File: config.mk
export PLATFORM = sky130hd
export DESIGN_NAME = rs_var_enc
export DESIGN_NICKNAME = d
export VERILOG_FILES = /design/src/rtl/rs_var_pkg.sv /design/src/rtl/rs_var_lfsr.sv /design/src/rtl/rs_var_ctrl.sv /design/src/rtl/rs_var_enc.sv
export SDC_FILE = /design/constraint.sdc
export NUM_CORES = 1
export LEC_CHECK = 0
export ABC_AREA = 0
export BUFFER_PORTS_ARGS = -buffer_cell sky130_fd_sc_hd__buf_2
export CELL_PAD_IN_SITES_DETAIL_PLACEMENT = 1
export CELL_PAD_IN_SITES_GLOBAL_PLACEMENT = 2
export CORE_UTILIZATION = 36
export CTS_CLUSTER_SIZE = 28
export DETAILED_ROUTE_END_ITERATION = 7
export HOLD_SLACK_MARGIN = 0.06
export PLACE_DENSITY_LB_ADDON = 0.1
export SLEW_MARGIN = 20
export SYNTH_ARGS = -nofsm -noshare
export SYNTH_HDL_FRONTEND = slang
export SYNTH_SLANG_ARGS = --single-unit
export TNS_END_PERCENT = 1
File: constraint.sdc
create_clock -name clk_i -period 2.9 [get_ports clk_i]
set_input_delay 0.58 -clock clk_i [delete_from_list [all_inputs] [get_ports clk_i]]
set_output_delay 0.58 -clock clk_i [all_outputs]
set_load 0.05 [all_outputs]
File: src/rtl/rs_var_pkg.sv
package rs_var_pkg;

  localparam int unsigned SYM_W   = 8;
  // x^8 folds onto x^4+x^3+x^2+1
  localparam logic [SYM_W-1:0] FIELD_LOW = 8'h1D;
  localparam int unsigned GEN_MAX = 64;

  typedef logic [SYM_W-1:0] sym_t;

  typedef enum logic [1:0] {
    PH_IDLE = 2'd0,
    PH_DATA = 2'd1,
    PH_PAR  = 2'd2
  } phase_e;

  function automatic sym_t gf_mul(sym_t a, sym_t b);
    sym_t acc;
    sym_t x;
    acc = '0;
    x   = a;
    for (int i = 0; i < SYM_W; i++) begin
      if (b[i]) acc = acc ^ x;
      x = {x[SYM_W-2:0], 1'b0} ^ (x[SYM_W-1] ? FIELD_LOW : sym_t'(0));
    end
    return acc;
  endfunction

  // Coefficient idx of prod_{i<np} (x + alpha^i), low order first.
  function automatic sym_t gen_coef(int np, int idx);
    sym_t g [GEN_MAX+1];
    sym_t root;
    if (idx < 0 || idx > np || np > int'(GEN_MAX)) return '0;
    for (int j = 0; j <= int'(GEN_MAX); j++) g[j] = '0;
    g[0] = 8'h01;
    root = 8'h01;
    for (int i = 0; i < np; i++) begin
      for (int j = i + 1; j > 0; j--) g[j] = g[j-1] ^ gf_mul(g[j], root);
      g[0] = gf_mul(g[0], root);
      root = gf_mul(root, 8'h02);
    end
    return g[idx];
  endfunction

endpackage

File: src/rtl/rs_var_lfsr.sv
module rs_var_lfsr
  import rs_var_pkg::*;
#(
  parameter  int unsigned NUM_CODES = 4,
  parameter  int unsigned PAR_BASE  = 2,
  localparam int unsigned CODE_W    = (NUM_CODES > 1) ? $clog2(NUM_CODES) : 1
) (
  input  logic              clk_i,
  input  logic              rst_ni,
  input  logic [CODE_W-1:0] code_i,
  input  logic              first_i,
  input  logic              take_i,
  input  logic              shift_i,
  input  sym_t              sym_i,
  output sym_t              par_o
);

  localparam int unsigned MAX_PAR = PAR_BASE << (NUM_CODES - 1);

  logic [MAX_PAR-1:0][SYM_W-1:0] regs_q, regs_d, below, prod;
  sym_t fb;

  // Active stages sit at the top; the start symbol sees a cleared register.
  assign fb    = sym_i ^ (first_i ? sym_t'(0) : regs_q[MAX_PAR-1]);
  assign par_o = regs_q[MAX_PAR-1];

  for (genvar j = 0; j < int'(MAX_PAR); j++) begin : g_stage
    sym_t by_code [NUM_CODES];

    if (j == 0) begin : g_bottom
      assign below[j] = '0;
    end else begin : g_upper
      assign below[j] = regs_q[j-1];
    end

    for (genvar c = 0; c < int'(NUM_CODES); c++) begin : g_code
      localparam int   NP  = int'(PAR_BASE) << c;
      localparam int   OFF = int'(MAX_PAR) - NP;
      localparam sym_t CF  = (j >= OFF) ? gen_coef(NP, j - OFF) : sym_t'(0);
      assign by_code[c] = gf_mul(fb, CF);
    end

    assign prod[j] = by_code[code_i];

    always_comb begin
      regs_d[j] = regs_q[j];
      if (take_i)       regs_d[j] = (first_i ? sym_t'(0) : below[j]) ^ prod[j];
      else if (shift_i) regs_d[j] = below[j];
    end

    // stages below the selected parity count never hold a value mid-word
    a_r2_idle_stages_zero: assert property (@(posedge clk_i) disable iff (!rst_ni)
      (!first_i && (j + (int'(PAR_BASE) << code_i) < int'(MAX_PAR))) |-> regs_q[j] == '0);
  end

  always_ff @(posedge clk_i or negedge rst_ni) begin
    if (!rst_ni) regs_q <= '0;
    else         regs_q <= regs_d;
  end

endmodule

File: src/rtl/rs_var_ctrl.sv
module rs_var_ctrl
  import rs_var_pkg::*;
#(
  parameter  int unsigned NUM_CODES    = 4,
  parameter  int unsigned PAR_BASE     = 2,
  parameter  int unsigned DATA_PER_PAR = 8,
  localparam int unsigned CODE_W       = (NUM_CODES > 1) ? $clog2(NUM_CODES) : 1
) (
  input  logic              clk_i,
  input  logic              rst_ni,
  input  logic [CODE_W-1:0] cfg_code_i,
  input  logic              in_valid_i,
  input  logic              in_sow_i,
  input  logic              out_ready_i,
  output logic              in_ready_o,
  output logic              out_valid_o,
  output logic              out_sow_o,
  output logic              out_eow_o,
  output logic              busy_o,
  output logic              first_o,
  output logic              take_o,
  output logic              shift_o,
  output logic              par_sel_o,
  output logic [CODE_W-1:0] code_o
);

  localparam int unsigned MAX_K = (PAR_BASE * DATA_PER_PAR) << (NUM_CODES - 1);
  localparam int unsigned CNT_W = $clog2(MAX_K + 1);

  phase_e            phase_q, phase_d;
  logic [CNT_W-1:0]  cnt_q, cnt_d;
  logic [CODE_W-1:0] code_q, code_d, code_eff;
  logic [CNT_W-1:0]  k_lim, np_lim;
  logic              sym_take, par_take;

  assign code_eff = (phase_q == PH_IDLE) ? cfg_code_i : code_q;
  assign k_lim    = CNT_W'(PAR_BASE * DATA_PER_PAR) << code_eff;
  assign np_lim   = CNT_W'(PAR_BASE) << code_eff;

  always_comb begin
    in_ready_o  = 1'b0;
    out_valid_o = 1'b0;
    out_sow_o   = 1'b0;
    out_eow_o   = 1'b0;
    unique case (phase_q)
      PH_IDLE: begin
        out_valid_o = in_valid_i & in_sow_i;
        in_ready_o  = in_sow_i ? out_ready_i : 1'b1;  // stray symbols are drained
        out_sow_o   = in_sow_i;
      end
      PH_DATA: begin
        out_valid_o = in_valid_i;
        in_ready_o  = out_ready_i;
      end
      PH_PAR: begin
        out_valid_o = 1'b1;
        out_eow_o   = (cnt_q == np_lim - CNT_W'(1));
      end
      default: ;
    endcase
  end

  assign sym_take = out_valid_o & out_ready_i & (phase_q != PH_PAR);
  assign par_take = (phase_q == PH_PAR) & out_ready_i;

  always_comb begin
    phase_d = phase_q;
    cnt_d   = cnt_q;
    code_d  = code_q;
    unique case (phase_q)
      PH_IDLE: if (sym_take) begin
        phase_d = PH_DATA;
        cnt_d   = CNT_W'(1);
        code_d  = cfg_code_i;
      end
      PH_DATA: if (sym_take) begin
        if (cnt_q == k_lim - CNT_W'(1)) begin
          phase_d = PH_PAR;
          cnt_d   = '0;
        end else begin
          cnt_d = cnt_q + CNT_W'(1);
        end
      end
      PH_PAR: if (par_take) begin
        if (out_eow_o) begin
          phase_d = PH_IDLE;
          cnt_d   = '0;
        end else begin
          cnt_d = cnt_q + CNT_W'(1);
        end
      end
      default: phase_d = PH_IDLE;
    endcase
  end

  always_ff @(posedge clk_i or negedge rst_ni) begin
    if (!rst_ni) begin
      phase_q <= PH_IDLE;
      cnt_q   <= '0;
      code_q  <= '0;
    end else begin
      phase_q <= phase_d;
      cnt_q   <= cnt_d;
      code_q  <= code_d;
    end
  end

  assign busy_o    = (phase_q != PH_IDLE);
  assign first_o   = (phase_q == PH_IDLE);
  assign take_o    = sym_take;
  assign shift_o   = par_take;
  assign par_sel_o = (phase_q == PH_PAR);
  assign code_o    = code_eff;

  // latched code stays put for the whole word
  a_r8_code_held: assert property (@(posedge clk_i) disable iff (!rst_ni)
    (phase_q != PH_IDLE && $past(phase_q) != PH_IDLE) |-> $stable(code_q));

  // data count never reaches the word's data length
  a_r2_count_bound: assert property (@(posedge clk_i) disable iff (!rst_ni)
    (phase_q == PH_DATA) |-> (cnt_q < (CNT_W'(PAR_BASE * DATA_PER_PAR) << code_q)));

  // parity phase is entered only on an accepted data symbol
  a_r4_parity_entry: assert property (@(posedge clk_i) disable iff (!rst_ni)
    $rose(phase_q == PH_PAR) |-> $past(sym_take));

endmodule

File: src/rtl/rs_var_enc.sv
module rs_var_enc
  import rs_var_pkg::*;
#(
  parameter  int unsigned NUM_CODES    = 4,
  parameter  int unsigned PAR_BASE     = 2,
  parameter  int unsigned DATA_PER_PAR = 8,
  localparam int unsigned CODE_W       = (NUM_CODES > 1) ? $clog2(NUM_CODES) : 1
) (
  input  logic              clk_i,
  input  logic              rst_ni,
  input  logic [CODE_W-1:0] cfg_code_i,
  input  logic              in_valid_i,
  output logic              in_ready_o,
  input  logic [7:0]        in_data_i,
  input  logic              in_sow_i,
  output logic              out_valid_o,
  input  logic              out_ready_i,
  output logic [7:0]        out_data_o,
  output logic              out_sow_o,
  output logic              out_eow_o,
  output logic              busy_o
);

  logic              first, take, shift, par_sel;
  logic [CODE_W-1:0] code;
  sym_t              par;

  rs_var_ctrl #(
    .NUM_CODES   (NUM_CODES),
    .PAR_BASE    (PAR_BASE),
    .DATA_PER_PAR(DATA_PER_PAR)
  ) ctrl_i (
    .clk_i      (clk_i),
    .rst_ni     (rst_ni),
    .cfg_code_i (cfg_code_i),
    .in_valid_i (in_valid_i),
    .in_sow_i   (in_sow_i),
    .out_ready_i(out_ready_i),
    .in_ready_o (in_ready_o),
    .out_valid_o(out_valid_o),
    .out_sow_o  (out_sow_o),
    .out_eow_o  (out_eow_o),
    .busy_o     (busy_o),
    .first_o    (first),
    .take_o     (take),
    .shift_o    (shift),
    .par_sel_o  (par_sel),
    .code_o     (code)
  );

  rs_var_lfsr #(
    .NUM_CODES(NUM_CODES),
    .PAR_BASE (PAR_BASE)
  ) lfsr_i (
    .clk_i  (clk_i),
    .rst_ni (rst_ni),
    .code_i (code),
    .first_i(first),
    .take_i (take),
    .shift_i(shift),
    .sym_i  (in_data_i),
    .par_o  (par)
  );

  assign out_data_o = par_sel ? par : in_data_i;

  // a word opens only on an accepted start-flagged symbol
  a_r9_busy_rise: assert property (@(posedge clk_i) disable iff (!rst_ni)
    $rose(busy_o) |-> $past(in_valid_i && in_sow_i && out_ready_i));

  // accepting the closing parity symbol ends the word
  a_r9_eow_closes: assert property (@(posedge clk_i) disable iff (!rst_ni)
    (out_eow_o && out_ready_i) |=> !busy_o);

  // a stalled parity symbol holds
  a_r5_parity_hold: assert property (@(posedge clk_i) disable iff (!rst_ni)
    (par_sel && !out_ready_i) |=> (out_valid_o && $stable(out_data_o)));

endmodule

**Yosys cells after proc, flatten, opt, wreduce, memory -nomap -nowiden**

Cells that the tools add are included.

- Flip-flop bits (word level): 140
- Bits of input ports: 15
- Output and inout bits: 13
- Logic and storage cells: 241

- Add/subtract/negate cells: 3
- $lt $le $gt $ge: 1
- Eq/ne operators: 10
- Shift-type cells: 2
- Muxes and demuxes: 122
- Bitwise gates (word level): 77
- Reduce and logical (&&, ||, !) cells: 7

Operators by type and width:

| cell | count |
|---|---|
| two-way mux 8 bit | 86 |
| XOR 8 bit | 70 |
| binary-select mux 8 bit (select 2 bit) | 16 |
| two-way mux 5 bit | 7 |
| case mux 8 bit (3 select lines) | 1 |
| == test 8 bit | 2 |
| subtractor 8 x 1 -> 8 bit (second input constant) | 2 |
| XOR 8 x 5 -> 8 bit | 2 |
| two-way mux 2 bit | 6 |
| adder 8 x 1 -> 8 bit (second input constant) | 1 |
| left shift 2 x 2 -> 8 bit (first input constant) | 1 |
| left shift 5 x 2 -> 8 bit (first input constant) | 1 |
| inequality test 2 x 1 -> 1 bit (second input constant) | 3 |
| inequality test 2 bit (second input constant) | 3 |
| case mux 2 bit (3 select lines) | 1 |
| AND reduction 5 bit | 1 |
| bitwise AND 1 bit | 4 |
| AND reduction 4 bit | 1 |
| nonzero test 2 bit | 2 |
| >= comparator 3 bit (second input constant) | 1 |
| two-way mux 1 bit | 3 |
| NOT 2 -> 3 bit | 1 |
| case mux 1 bit (3 select lines) | 1 |
| nonzero test 3 bit | 1 |
| 5 further kinds | 5 |

**Depth between registers and ports, before layout**

Gate-level depths: netlist of run 1.

- Word-level depth: 23
- Depth in mapped cells: 14
- Gate-level depth less buffers: 11

**By module**

From an unflattened synthesis of run 1, not the netlist that was laid out.

- Cell total of the unflattened synthesis: 1391
- Area total of the unflattened synthesis: 12014.0 um^2

By module, submodules not included:

| module | instances | cells each | area an instance (um^2) | seq. area each (um^2) |
|---|---|---|---|---|
| rs_var_lfsr | 1 | 1263 | 10874.2 | 3203.1 |
| rs_var_ctrl | 1 | 119 | 1008.5 | 300.3 |
| rs_var_enc | 1 | 9 | 131.4 | 0.0 |

**Least setup slack after synthesis of run 1**

OpenSTA, ideal clock, no wires.

- Path kind: flip-flop to flip-flop
- From: reg ctrl_i.phase_q[0]
- To: reg lfsr_i.regs_q (netlist bit lfsr_i.below[91])
- Setup time: 0.128 ns
- Arrival time: 3.202 ns
- Setup slack: -0.430 ns
- Stages on the path, launching flop included: 14
- Period minus slack after synthesis: 3.330 ns
- Cell sequence: dfrtp_1 > inv_1 > ha_1 > buf_4 > buf_6 > inv_1 > nand2_1 > xor2_1 > xnor3_1 > xor2_1 > a21oi_1 > xor2_1 > a311oi_1 > nand2_1

- Cells in the longest elaborated chain, start to end: 18

Ends and longest elaborated chain:

| what | line | text |
|---|---|---|
| from (decl) | rs_var_ctrl.sv:30 | `phase_e phase_q, phase_d;` |
| from (signal assigned) | rs_var_ctrl.sv:102 | `phase_q <= phase_d;` |
| zero test 2 bit | rs_var_ctrl.sv:36, rs_var_ctrl.sv:45, rs_var_ctrl.sv:109 |  |
| two-way mux 8 bit | rs_var_lfsr.sv:24 | `assign fb = sym_i ^ (first_i ? sym_t'(0) : regs_q[MAX_PAR-1]);` |
| XOR 8 bit | rs_var_lfsr.sv:24 |  |
| two-way mux 5 bit or XOR 8 bit (tied branches) | -- |  |
| XOR 8 bit or two-way mux 5 bit (tied branches) (2 in a row) | -- |  |
| XOR 8 x 5 -> 8 bit | -- |  |
| XOR 8 bit | -- |  |
| two-way mux 5 bit or XOR 8 bit (tied branches) | -- |  |
| XOR 8 bit (tied with other cells) | -- |  |
| XOR 8 x 5 -> 8 bit or two-way mux 5 bit (tied branches) | -- |  |
| XOR 8 bit (on tied branches) | rs_var_pkg.sv:22, rs_var_pkg.sv:23 |  |
| XOR 8 bit | rs_var_pkg.sv:22 | `if (b[i]) acc = acc ^ x;` |
| binary-select mux 8 bit (select 2 bit) | rs_var_lfsr.sv:43 | `assign prod[j] = by_code[code_i];` |
| two-way mux 8 bit (not written as such) (2 in a row) | rs_var_lfsr.sv:43 |  |
| XOR 8 bit | rs_var_lfsr.sv:47 | `if (take_i) regs_d[j] = (first_i ? sym_t'(0) : below[j]) ^ prod[j];` |
| two-way mux 8 bit | rs_var_lfsr.sv:47 |  |
| to (signal assigned) | rs_var_lfsr.sv:58 | `else regs_q <= regs_d;` |
| to (decl) | rs_var_lfsr.sv:20 | `logic [MAX_PAR-1:0][SYM_W-1:0] regs_q, regs_d, below, prod;` |

Several ways; a longest one is shown, not always the timed one. The select of a mux whose other input is x is not followed.
A chain may end at the register's enable or synchronous reset.

**Worst setup path in the final report of run 1**

- From: reg ctrl_i.phase_q[1]
- To: out out_eow_o

- Cells in the longest elaborated chain, start to end: 6

Ends and longest elaborated chain:

| what | line | text |
|---|---|---|
| zero test 2 bit | rs_var_ctrl.sv:36 | `assign code_eff = (phase_q == PH_IDLE) ? cfg_code_i : code_q;` |
| two-way mux 2 bit | rs_var_ctrl.sv:36 |  |
| left shift 2 x 2 -> 8 bit | rs_var_ctrl.sv:38 | `assign np_lim = CNT_W'(PAR_BASE) << code_eff;` |
| subtractor 8 x 1 -> 8 bit | rs_var_ctrl.sv:57 | `out_eow_o = (cnt_q == np_lim - CNT_W'(1));` |
| == test 8 bit | rs_var_ctrl.sv:57 |  |
| two-way mux 1 bit * | rs_var_ctrl.sv:45 | `unique case (phase_q)` |
| to (decl) | rs_var_enc.sv:20 | `output logic out_eow_o,` |

Mark *: on every way between the ends. The rest lies on a longest branch, timed or not.

==> impl_metrics.toml, run 1 <==
[status]
status = "finished, violations left"
violations = "setup timing"

[worst_setup_path]
r2r_slack_ps = -100
crit_type = "flop to output port"
ff2ff_path_depth = 13
crit_required_ps = 2320
reg2reg_to = "lfsr_i.below[122]"
critPathArrivalTime_ps = 2560
critical_path.max_fanout = 5
crit_path_start_kind = "flop"
timing.rr.start = "ctrl_i.phase_q[1]"
crit_path_end_kind = "output port"

[synthesis]
synth_edf_count = 0
synth-main-ff-cell = "dfrtp_1"
ys_top_cells_by_area = "dfrtp_1, xnor2_1, nand2_1, xor2_1, o21ai_0"
syn-cell-area_mm2 = 0.0115
yosys.area.top_type_share = 0.304
synth_xor_area_frac = 0.298
synth_top_family_by_area = "XOR/XNOR gates"
ys_seq_elements = 140
synthMuxAreaShare = 0.0403
synth_compound_area_frac = 0.137
ys_warn_count = 0
yosys.area_share.adder = 0.00651
synth_cell_type_count = 65
synth_cells = 1378
avgSynthCellArea_um2 = 8.36
yosysTopAreaCell = "dfrtp_1"
yosysSeqAreaShare = 0.304
synth-simple-area-share = 0.172
synth_nets = 1399
synthArstFlopShare = 1.00

[detailed_routing]
drc = 0
routed_wirelength_mm = 43.3
first_pass_iters = 4
ant_nets = 0
routedWlPerCell_um = 21.8
viasPerCell = 5.16
vias = 10274
drt_iter0_markers = 531

[layout]
fin_util = 0.476
multiInputGateArea_mm2 = 0.00808
drive_above_1_share = 0.274
finish.instance_area_mm2 = 0.0150
filler_cell_count = 3718
syn_to_final_growth_pct = 30.4
finalNetCount = 1596
fin_cells = 1990
final_common_cell = "nand2_1"
diodes = 0
final_cell_mix = "nand2_1, buf_4, xnor2_1, dfrtp_1, o21ai_0"
regArea_mm2 = 0.00350

[cts]
cts_tree = "done"
cts_buffers = 17
clock_path_buffers = 2
clk_pin_slew_ps = 70
cts.sinks = 140
worstSkewPairLatency_ps = 450
ctsRootBufferMaster = "clkbuf_16"
htreeDepth = 4

[grt]
grt_max_degree = 55
overflow = 0
grt_pass1_vias = 10904
grt_pass1_wl_mm = 66.3
antenna_found_initial = 0
use_met1 = 0.350
grtUsageMet3 = 0.0413
grt_usage = 0.273
grtUsageMet2 = 0.459
grt_busiest_layer = "met2"

[floorplanning]
die_area_mm2 = 0.0327
start_util = 0.365
chipHeight_um = 181
rows = 65
pin_count = 28
coreArea_mm2 = 0.0316
die_width_um = 181

[place]
dpl.hpwl_mm = 32.8
routabilityCongestion = 0.950
dp.cells = 1954
numPortBuffers = 27
post_dp_cell_area_mm2 = 0.0140

[timing]
setup_slack_ps = -242
setup_violations = 13
rsz0062_at_grt = "true"
slew_violations = 0
fmax_mhz = 318
period_minus_slack_ps = 3140
worst_slew_pin_slew_ps = 581
skew_ps = 12.6
finalHoldViolations = 0
finalCritPeriodShare = 1.08
slew_headroom = 0.611

[run]
maxCapViolations = 0

[hold_path]
min_path_type = "primary input to async pin"
-- cell type report --
type / count / area share
Clock buffer: 20 / 0.0290
Clock inverter: 12 / 0.00774
Inverter: 7 / 0.00200
Multi-Input combinational cell: 1136 / 0.538
Sequential cell: 140 / 0.233
Tap cell: 402 / 0.0335
Timing Repair Buffer: 273 / 0.157
-- sequential cells by signal, summed over array words and instances, names as in the netlist --
signal          count
lfsr_i.below      120
ctrl_i.cnt_q        8
lfsr_i.par_o        8
ctrl_i.code_q       2
ctrl_i.phase_q      2
-- metrics by stage --
step                      hold slack (ps)  TNS, ps  setup slack [ps]
final                                84.5     -698              -242
after global routing                  114    -5300              -359
after CTS                            87.6     -889              -252
after detailed placement              467    -7830              -387
after global placement                459    -5530              -393
after floorplan                       284    -2020              -123
-- worst max-delay path by stage --
stage                           start           endpoint  slack (ps)  cells after the start
floorplan           ctrl_i.phase_q[0]   lfsr_i.below[91]        -120                     13
global placement         in_data_i[5]  lfsr_i.below[106]        -390                     11
detailed placement       in_data_i[5]  lfsr_i.below[106]        -390                     11
CTS                 ctrl_i.phase_q[1]          out_eow_o        -250                     10
global route        ctrl_i.phase_q[1]          out_eow_o        -360                     10
finish              ctrl_i.phase_q[1]          out_eow_o        -240                     10
-- critical path, stage by stage, from the launching register on --
cell       delay [ps]
dfrtp_1           370
inv_2              70
ha_4              180
buf_12            130
buf_12            130
mux2i_4           190
or3_4             380
a21oi_2           170
o2111ai_2         160
nor2_2            170
buf_6             180
-- Yosys cell counts (3+ instances only) --
master / n
nand2_1: 325
o21ai_0: 136
a211oi_1: 9
nor2b_1: 9
inv_1: 7
xnor3_1: 22
nor3_1: 6
a31oi_1: 7
xor2_1: 89
a22o_1: 6
nand3_1: 12
buf_1: 4
nor2_1: 92
clkbuf_1: 62
mux2i_1: 25
or3_1: 3
o32ai_1: 4
ha_1: 6
o211ai_1: 9
and2_1: 10
and3_1: 13
buf_2: 14
buf_6: 6
o21ai_1: 14
mux2_2: 17
o41ai_1: 3
dfrtp_1: 140
xnor2_2: 12
buf_4: 9
a21oi_1: 48
o31ai_1: 6
o22ai_1: 6
nand2b_1: 5
xnor2_1: 197
xor2_4: 3
o221ai_1: 3
-- timing repair --
action / in CTS / in global routing
gates cloned: 0 / 0
buffers inserted: 4 / 0
pin swaps: 9 / 16
endpoints found under the setup margin: 58 / 67
hold buffers: 0 / 0
resized for setup: 52 / 48
-- logic make-up (layout without fill, tap and decap cells) --
group / count (synthesis) / after routing
and+or+nand+nor: 486 / 486
xor gates and xnor gates: 330 / 330
AOI/OAI and AO/OA: 271 / 271
DFF: 140 / 140
buffers and inverters: 102 / 312
muxes: 43 / 43
adders and majority gates: 6 / 6
-- metal layers --
metal | share of wire | vias to the layer above
li1 | - | 4941
met1 | 0.45 | 5110
met2 | 0.48 | 169
met3 | 0.031 | 54
met4 | 0.033 | 0
met5 | 0 | -
Power of run 1 is left out: the tool's default activity adds up to more than one toggle a clock period on the data nets, which glitch-free logic cannot reach.
==> run 2, diff against run 1 <==
- CELL_PAD_IN_SITES_DETAIL_PLACEMENT: 1 -> 0
- CELL_PAD_IN_SITES_GLOBAL_PLACEMENT: 2 -> 1
- CORE_UTILIZATION: 36 -> 45
- PLACE_DENSITY_LB_ADDON: 0.1 -> 0.12
==> run 2 against run 1 <==
Compared with the run above:
- the run still ends with setup timing left
- register-to-register slack better by 40 ps
- critical path depth is 1 lower
- first-iteration DRC count is 69% higher
- cell area is 2.9% lower
- largest cell class unchanged
==> impl_metrics.toml, run 2 (synthesis results as in run 1) <==
[worst_setup_path]
r2r_slack_ps = -60
critPathArrivalTime_ps = 2480
crit_type = "flop to output port"
crit_required_ps = 2320
crit_path_end_kind = "output port"
critical_path.max_fanout = 6
crit_path_start_kind = "flop"

[floorplanning]
die_area_mm2 = 0.0263
chipHeight_um = 162
die_width_um = 162
rows = 58
pin_count = 28
coreArea_mm2 = 0.0252
start_util = 0.458

[timing]
finalHoldViolations = 0
slew_headroom = 0.526
setup_slack_ps = -162
period_minus_slack_ps = 3060
slew_violations = 0
fmax_mhz = 327
fin_setup_tns_ps = -404
rsz0062_at_grt = "true"
setup_violations = 9
finalCritPeriodShare = 1.06
skew_ps = 13.7
worst_slew_pin_slew_ps = 712

[detailed_routing]
routed_wirelength_mm = 39.0
drc = 0
vias = 10129
ant_nets = 0
viasPerCell = 5.34
routedWlPerCell_um = 20.5
drt_iter0_markers = 898
first_pass_iters = 5

[cts]
worstSkewPairLatency_ps = 430
htreeDepth = 4
cts.sinks = 140
postCtsHoldBufs = 0
clock_path_buffers = 2
ctsRootBufferMaster = "clkbuf_16"
cts_tree = "done"
clk_pin_slew_ps = 70
cts_buffers = 17

[grt]
grt_pass1_wl_mm = 60.6
antenna_found_initial = 0
overflow = 0
grt_max_degree = 69
grt_pass1_vias = 10142
grt_usage = 0.308

[status]
status = "finished, violations left"
violations = "setup timing"

[layout]
syn_to_final_growth_pct = 26.6
largest_reg_flops = 120
final_common_cell = "nand2_1"
final_cell_mix = "nand2_1, buf_4, xnor2_1, dfrtp_1, o21ai_0"
drive_above_1_share = 0.251
finalNetCount = 1575
diodes = 0

[place]
dp_slack_ps = -351
routabilityCongestion = 0.937
dpl.hpwl_mm = 29.0
numPortBuffers = 27

[run]
maxCapViolations = 0

[hold_path]
min_path_type = "primary input to async pin"
run 2: cell types whose count changed in the layout (fill, tap and decap cells not counted), sizes merged:
cell,change
clkinv,-2
bufinv,+2
buf,-22
clkinvlp,+1
run 2: through the flow:
| stage | hold slack, ps | utilization | std cells | cell area (um2) |
|---|---|---|---|---|
| floorplan | 284 | - | 1378 | 11600 |
| global placement | 461 | 0.542 | 1863 | 13600 |
| detailed placement | 470 | 0.542 | 1863 | 13600 |
| CTS | 183 | 0.572 | 1897 | 14400 |
| global route | 187 | 0.580 | 1897 | 14600 |
| finish | 146 | 0.580 | 1897 | 14600 |
run 2: critical path, cell delays in order (launching register included):
cell,delay (ps)
dfrtp_1,390
inv_2,80
ha_4,160
buf_6,130
mux2_4,320
or3_1,320
a21oi_2,160
o2111ai_2,150
nor2_2,150
buf_6,170
run 2: area by class of cell:
type	count	area [um2]
well taps	330	413
clock buffers	19	443
flip-flops and latches	140	3500
repair buffers	252	2090
inverters	7	30.0
fillers	2322	10600
clock inverters	13	183
multi-input cells	1136	7930
run 2: path summary, 6_finish.rpt:
path                            cells past startpoint                 to         startpoint
worst max-delay path                                9          out_eow_o  ctrl_i.phase_q[1]
worst min-delay path                                1   lfsr_i.below[33]             rst_ni
worst max register to register                     13  lfsr_i.below[114]  ctrl_i.phase_q[1]
worst min register to register                      2   lfsr_i.below[16]   lfsr_i.below[16]
max in group asynchronous                           2   lfsr_i.below[40]             rst_ni
min in group clk_i                                  2   ctrl_i.code_q[0]      cfg_code_i[0]
run 2: timing repair:
action	in CTS	in global routing
setup buffers	2	0
gates resized for setup	24	43
pin swaps	8	7
endpoints found under the setup margin	38	75
run 2: layer usage:
layer,share of wire,GRT usage,vias up
li1,-,-,4898
met1,0.45,0.414,4858
met2,0.47,0.498,302
met3,0.053,0.0513,71
met4,0.034,0.108,0
met5,0,0.00758,-
Power of run 2 is left out for the same reason.
